--- src/rtl/pcd_pkg.sv ---
// Package: shared constants and the divisor table for the pixel clock post-divider.
// Assumes divisors fit in DIV_W bits and the register file holds at least 12 entries.
package pcd_pkg;
    localparam int DIV_W    = 4;   // width of a divisor value
    localparam int CODE_W   = 3;   // width of a divider code
    localparam int SEL_W    = 2;   // width of the channel select
    localparam int NUM_CH   = 1 << SEL_W;
    localparam int DATA_W   = 8;   // PLL register width

    // PLL register indices that the datapath decodes
    localparam int IX_REFDIV  = 2;
    localparam int IX_VCTRL   = 5;
    localparam int IX_POST    = 6;
    localparam int IX_FB0     = 7;
    localparam int IX_EXT     = 11;

    // Map a 3-bit code to its integer divisor
    function automatic logic [DIV_W-1:0] code_to_div(input logic [CODE_W-1:0] code);
        case (code)
            3'd0:    code_to_div = 4'd1;
            3'd1:    code_to_div = 4'd2;
            3'd2:    code_to_div = 4'd4;
            3'd3:    code_to_div = 4'd8;
            3'd4:    code_to_div = 4'd3;
            3'd5:    code_to_div = 4'd5;
            3'd6:    code_to_div = 4'd6;
            default: code_to_div = 4'd12;
        endcase
    endfunction
endpackage

--- src/rtl/pcd_regfile.sv ---
// Module: PLL register file, loaded indirectly through one control word.
// Each write updates the channel select. Bit 15 also stores the data byte at the index.
// Assumes the index field starts at bit 8 and AW <= 7.
module pcd_regfile
    import pcd_pkg::*;
#(
    parameter int AW = 4
) (
    input  logic              clk,
    input  logic              rst_n,
    input  logic              wr,
    input  logic [31:0]       wdata,
    output logic [SEL_W-1:0]  sel,
    output logic [DATA_W-1:0] vctrl,
    output logic [DATA_W-1:0] post_reg,
    output logic [DATA_W-1:0] ext_reg
);
    localparam int DEPTH = 1 << AW;

    logic [DATA_W-1:0] regs [DEPTH];
    logic [AW-1:0]     idx;
    logic              unused_bits;

    assign idx         = wdata[8 +: AW];
    assign unused_bits = ^wdata;

    // Store the channel select and any indirect register write
    always_ff @(posedge clk) begin
        if (!rst_n) begin
            sel <= '0;
            for (int i = 0; i < DEPTH; i++) regs[i] <= '0;
        end else if (wr) begin
            sel <= wdata[SEL_W-1:0];
            if (wdata[15]) regs[idx] <= wdata[23:16];
        end
    end

    // Present the entries the datapath decodes
    always_comb begin
        vctrl    = regs[IX_VCTRL];
        post_reg = regs[IX_POST];
        ext_reg  = regs[IX_EXT];
    end

    assert_sel_load_R3: assert property (@(posedge clk) disable iff (!rst_n)
        wr |=> sel == $past(wdata[SEL_W-1:0]));
    assert_write_lands_R7: assert property (@(posedge clk) disable iff (!rst_n)
        (wr && wdata[15] && wdata[8 +: AW] == AW'(IX_POST)) |=> post_reg == $past(wdata[23:16]));
    assert_no_write_R7: assert property (@(posedge clk) disable iff (!rst_n)
        !wr |=> $stable(ext_reg));
endmodule

--- src/rtl/pcd_index.sv ---
// Module: builds each channel's 3-bit code from the post-divide and extension
// bytes, picks the selected channel and looks up its divisor. Purely combinational.
module pcd_index
    import pcd_pkg::*;
(
    input  logic [SEL_W-1:0]  sel,
    input  logic [DATA_W-1:0] post_reg,
    input  logic [DATA_W-1:0] ext_reg,
    output logic [DIV_W-1:0]  req_div
);
    logic [CODE_W-1:0] chan_code [NUM_CH];
    logic [3:0]        unused_ext;

    assign unused_ext = ext_reg[3:0];

    // One code per channel: high bit from the extension byte, low pair from the post byte
    for (genvar n = 0; n < NUM_CH; n++) begin : g_code
        assign chan_code[n] = {ext_reg[n+4], post_reg[2*n +: 2]};
    end

    // Choose the selected channel and convert its code
    always_comb req_div = code_to_div(chan_code[sel]);
endmodule

--- src/rtl/pcd_divider.sv ---
// Module: integer clock-enable divider. It loads a new divisor only at a period
// boundary or while idle. Assumes req_div is a nonzero table value.
module pcd_divider
    import pcd_pkg::*;
(
    input  logic             clk,
    input  logic             rst_n,
    input  logic             src_ok,
    input  logic [DIV_W-1:0] req_div,
    output logic             pix_en,
    output logic [DIV_W-1:0] act_div
);
    logic [DIV_W-1:0] cnt;
    logic             run;
    logic             at_end;

    assign at_end = (cnt == act_div - DIV_W'(1));

    // Count periods, emit the pulse and reload the divisor at boundaries
    always_ff @(posedge clk) begin
        if (!rst_n) begin
            cnt     <= '0;
            run     <= 1'b0;
            pix_en  <= 1'b0;
            act_div <= DIV_W'(1);
        end else if (!src_ok) begin
            cnt     <= '0;
            run     <= 1'b0;
            pix_en  <= 1'b0;
            act_div <= req_div;
        end else if (!run) begin
            cnt     <= '0;
            run     <= 1'b1;
            pix_en  <= 1'b0;
            act_div <= req_div;
        end else if (at_end) begin
            cnt     <= '0;
            pix_en  <= 1'b1;
            act_div <= req_div;
        end else begin
            cnt     <= cnt + DIV_W'(1);
            pix_en  <= 1'b0;
        end
    end

    assert_gate_R6: assert property (@(posedge clk) disable iff (!rst_n)
        !src_ok |=> !pix_en);
    assert_hold_mid_period_R8: assert property (@(posedge clk) disable iff (!rst_n)
        (run && src_ok && !at_end) |=> $stable(act_div));
    assert_cnt_bound_R9: assert property (@(posedge clk) disable iff (!rst_n)
        cnt < act_div);
    assert_div_legal_R2: assert property (@(posedge clk) disable iff (!rst_n)
        act_div inside {4'd1, 4'd2, 4'd3, 4'd4, 4'd5, 4'd6, 4'd8, 4'd12});
endmodule

--- src/rtl/pixclk_postdiv_top.sv ---
// Module: top of the pixel clock post-divider. Connects the register file, the
// code assembly and the divider. Everything runs in the VCO clock domain.
module pixclk_postdiv_top
    import pcd_pkg::*;
#(
    parameter int AW = 4
) (
    input  logic        clk,
    input  logic        rst_n,
    input  logic        cfg_wr,
    input  logic [31:0] cfg_wdata,
    output logic        pix_en,
    output logic        src_valid,
    output logic [3:0]  divisor
);
    logic [SEL_W-1:0]  sel;
    logic [DATA_W-1:0] vctrl;
    logic [DATA_W-1:0] post_reg;
    logic [DATA_W-1:0] ext_reg;
    logic [DIV_W-1:0]  req_div;
    logic [DIV_W-1:0]  act_div;
    logic [5:0]        unused_vctrl;

    assign unused_vctrl = vctrl[7:2];

    pcd_regfile #(.AW(AW)) i_regs (
        .clk      (clk),
        .rst_n    (rst_n),
        .wr       (cfg_wr),
        .wdata    (cfg_wdata),
        .sel      (sel),
        .vctrl    (vctrl),
        .post_reg (post_reg),
        .ext_reg  (ext_reg)
    );

    pcd_index i_index (
        .sel      (sel),
        .post_reg (post_reg),
        .ext_reg  (ext_reg),
        .req_div  (req_div)
    );

    // The source is valid only when both low control bits are set
    always_comb src_valid = (vctrl[1:0] == 2'b11);

    pcd_divider i_div (
        .clk     (clk),
        .rst_n   (rst_n),
        .src_ok  (src_valid),
        .req_div (req_div),
        .pix_en  (pix_en),
        .act_div (act_div)
    );

    assign divisor = act_div;
endmodule

--- config.mk ---
export PLATFORM = sky130hd
export DESIGN_NAME = pixclk_postdiv_top
export DESIGN_NICKNAME = d
export VERILOG_FILES = /design/src/rtl/pcd_pkg.sv /design/src/rtl/pcd_regfile.sv /design/src/rtl/pcd_index.sv /design/src/rtl/pcd_divider.sv /design/src/rtl/pixclk_postdiv_top.sv
export SDC_FILE = /design/constraint.sdc
export NUM_CORES = 1
export LEC_CHECK = 0
export BUFFER_PORTS_ARGS = -buffer_cell sky130_fd_sc_hd__buf_4
export CORE_MARGIN = 10
export CORE_UTILIZATION = 53
export CTS_CLUSTER_DIAMETER = 50
export DETAILED_ROUTE_END_ITERATION = 12
export HOLD_SLACK_MARGIN = 0.1
export PLACE_DENSITY_LB_ADDON = 0.3
export SETUP_SLACK_MARGIN = 0.1
export SLEW_MARGIN = 10
export SYNTH_ARGS = -nofsm -noshare
export SYNTH_HDL_FRONTEND = slang
export SYNTH_SLANG_ARGS = --single-unit
--- constraint.sdc ---
create_clock -name clk -period 3 [get_ports clk]
set_input_delay 0 -clock clk [delete_from_list [all_inputs] [get_ports clk]]
set_output_delay 0 -clock clk [all_outputs]
set_load 0.02 [all_outputs]
==> flow_summary_export.csv <==
group,metric,value,unit
outcome,outcome,"finished, final reports clean",
setup_path,cp-start-kind,"primary input",
routing,drt-initial-drc-count,34,
global_routing,antenna_found_initial,0,
hold_path,hold_class,"primary input to flip-flop",
synthesis,synth.area.top_cells,"edfxtp_1, dfxtp_1, and2_1",
setup_path,arrival,1.98,ns
sta,finalHoldViolCount,0,
floorplanning,num_rows,17,
sta,clock_skew,0.002531,ns
setup_path,path_class,"primary input to flip-flop",
synthesis,syn-num-nets,137,
setup_path,timing.rr.start,"i_div.act_div[0]$_SDFFE_PN1P_",
sta,max_freq,0.5052,GHz
global_routing,overflow,0,
clock_network,cts_tree,"done",
floorplanning,die_x,68.13,um
sta,slew_headroom,0.4306,
final_layout,fin_area,1595,um2
global_routing,grt_first_pass_wirelength,4057,um
synthesis,ys_seq_area_frac,0.5382,
clock_network,cts_buffers,3,
synthesis,netlist-cell-type-count,32,
clock_network,cts_setup_buffers,0,
routing,drc,0,
clock_network,h-tree-depth,1,
power,power_density,417.4,nW/um2
placed_design,io_buffers,23,
final_layout,num-nets-final,177,
synthesis,yosys_most_used_dff,"edfxtp_1",
synthesis,yosys_warnings,0,
setup_path,worstSetupEndpointType,"flip-flop",
power,leakagePower,0.6743,nW
setup_path,cp.required,3.00,ns
clock_network,cts.sinks,26,
synthesis,synth_area,1227,um2
hold_path,min_to,"i_regs.regs[5][0]$_SDFFCE_PN0P_",
synthesis,yosysMostFrequentCell,"and2_1",
synthesis,synth_top_cells_by_count,"and2_1, edfxtp_1, dfxtp_1",
sta,worst_hold_slack,0.1276,ns
setup_path,reg2regPathDepth,6,
routing,vias,872,
synthesis,synth_seq_cells,26,
setup_path,r2r_slack,1.07,ns
global_routing,track_usage,0.1158,
routing,routed_wl,2305,um
global_routing,grt_pass1_vias,970,
final_layout,final_cell_count_no_fill,166,
sta,setup-violations-final,0,
final_layout,syn_to_final_growth,29.97,%
placed_design,hpwlAfterDp,1695,um
setup_path,critical_path.cell_chain,"dlygate4sd3_1, buf_4, nand3_1, nor4_1, nand2b_1",
sta,rsz0062_at_grt,"false",
placed_design,gp_congestion,0.6838,
floorplanning,core-area,2212,um2
clock_network,clock_latency,0.31,ns
clock_network,clk_pin_slew,0.13,ns
floorplanning,die_area,4641,um2
setup_path,cpMaxStageDelayCell,"nor4_1",
hold_path,hold_start,"cfg_wdata[9]",
synthesis,yosysTopAreaCell,"edfxtp_1",
sta,final.setup.tns,0,ns
floorplanning,start_util,0.5549,
synthesis,synth_top_cell_area_share,0.3425,
final_layout,layout-drive-gt1-share,0.2246,
synthesis,synthCells,100,
power,ir_drop,0.2927,mV
routing,vias_per_cell,5.253,
setup_path,r2r_end,"i_div.act_div[0]$_SDFFE_PN1P_",
routing,ant_nets,0,
sta,worstMarginPinSlew,0.8463,ns
setup_path,cp_num_buf_inv,2,
floorplanning,ioPinCount,41,
job,cap_violations,0,
setup_path,critPathMaxStageDelay,0.71,ns
hold_path,holdPathStages,3,
synthesis,avgSynthCellArea,12.27,um2
routing,routedWlPerCell,13.89,um
setup_path,cp_top_family,"simple AND/OR/NAND/NOR gates",
floorplanning,die_h,68.13,um
routing,drtPass1Iterations,4,
sta,finalCritPeriodShare,0.6598,
setup_path,cp_max_fo,20,
synthesis,synth_edf_count,14,
placed_design,placed_cell_area,1423,um2
synthesis,async_reset_ff_frac,0,
final_layout,antenna_cells,0,
power,p_total,0.6659,mW
clock_network,clock_path_buffers,2,
clock_network,cts-root-buf,"clkbuf_4",
global_routing,grt_max_degree,21,
sta,slew_viol_final,0,
sta,min_period,1.979,ns
placed_design,placed_cells,148,
metrics by stage:
step | utilization | setup WS (ns)
after global routing | 0.7212 | 0.8739
final | 0.7212 | 1.021
after global placement | 0.6431 | 1.103
after floorplan | - | 1.087
after CTS | 0.7212 | 0.9962
after detailed placement | 0.6431 | 1.074
report_power, final:
part | internal (mW) | switching, mW
registers | 0.392 | 0.0111
clock network | 0.0470 | 0.0953
logic | 0.0704 | 0.0498
total | 0.510 | 0.156
cell type report:
cell class	count	area [um2]
fillers	160	616.8
repair buffers	38	322.8
multi-input cells	68	543.0
clock buffers	3	22.52
well taps	28	35.03
flip-flops and latches	26	660.6
inverters	3	11.26
flip-flops by register name, summed over array words and instances (netlist names):
| signal | count |
|---|---|
| i_div.act_div | 4 |
| i_div.cnt | 4 |
| i_div.pix_en | 1 |
| i_div.run | 1 |
| i_regs.regs | 14 |
| i_regs.sel | 2 |
timing repair:
| action | 4_1_cts | 5_1_grt |
|---|---|---|
| hold buffers | 15 | 0 |
| gates resized for setup | 0 | 0 |
| hold endpoints to repair | 26 | 0 |
logic make-up after synthesis:
group,share of synthesized area
xor+xnor,0.06117
fa+ha+maj,0.02038
simple gates,0.2334
mux,0.1030
compound gates,0.02447
buf+inv,0.01937
flops,0.5382
layer usage:
layer	part of all wire	vias to the layer above	GRT usage
met2	0.50	28	0.2081
li1	-	433	-
met5	0	-	0
met3	0.085	5	0.03752
met1	0.39	406	0.1146
met4	0.023	0	0.06533
cell usage in the layout, fill, tap and decap left out, types with 2 or more instances in the layout:
master         Yosys  final
and2_1            15     15
and3_1             5      5
buf_4              0     23
clkbuf_4           0      3
dfxtp_1           12     12
dlygate4sd3_1      0     15
edfxtp_1          14     14
ha_1               2      2
inv_1              3      3
mux2i_1            4      4
mux4_1             2      2
nand2_1            5      5
nand2b_1           4      4
nand3_1            4      4
nor2b_1            2      2
nor3_1             4      4
xnor2_1            3      3
xor2_1             3      3
worst register-to-register path, stage by stage, from the launching register on:
cell and delay [ns]:
dfxtp_1 0.42, inv_1 0.08, ha_1 0.21, xnor3_1 0.32, nand3_1 0.13, o21a_1 0.31, mux2_2 0.37
how the worst max path moves through the flow:
stage,startpoint,end,slack (ns),cells after the start
2_1_floorplan,i_div.act_div[0]$_SDFFE_PN1P_,i_div.act_div[0]$_SDFFE_PN1P_,1.09,7
3_3_place_gp,i_div.act_div[0]$_SDFFE_PN1P_,i_div.act_div[0]$_SDFFE_PN1P_,1.10,6
3_5_place_dp,i_div.act_div[0]$_SDFFE_PN1P_,i_div.act_div[0]$_SDFFE_PN1P_,1.07,6
4_1_cts,rst_n,i_regs.regs[6][5]$_SDFFCE_PN0P_,1.0,5
5_1_grt,rst_n,i_regs.regs[6][2]$_SDFFCE_PN0P_,0.87,5
6_report,rst_n,i_regs.regs[6][5]$_SDFFCE_PN0P_,1.02,5
Note: power is estimated with default switching activity, not from simulation.
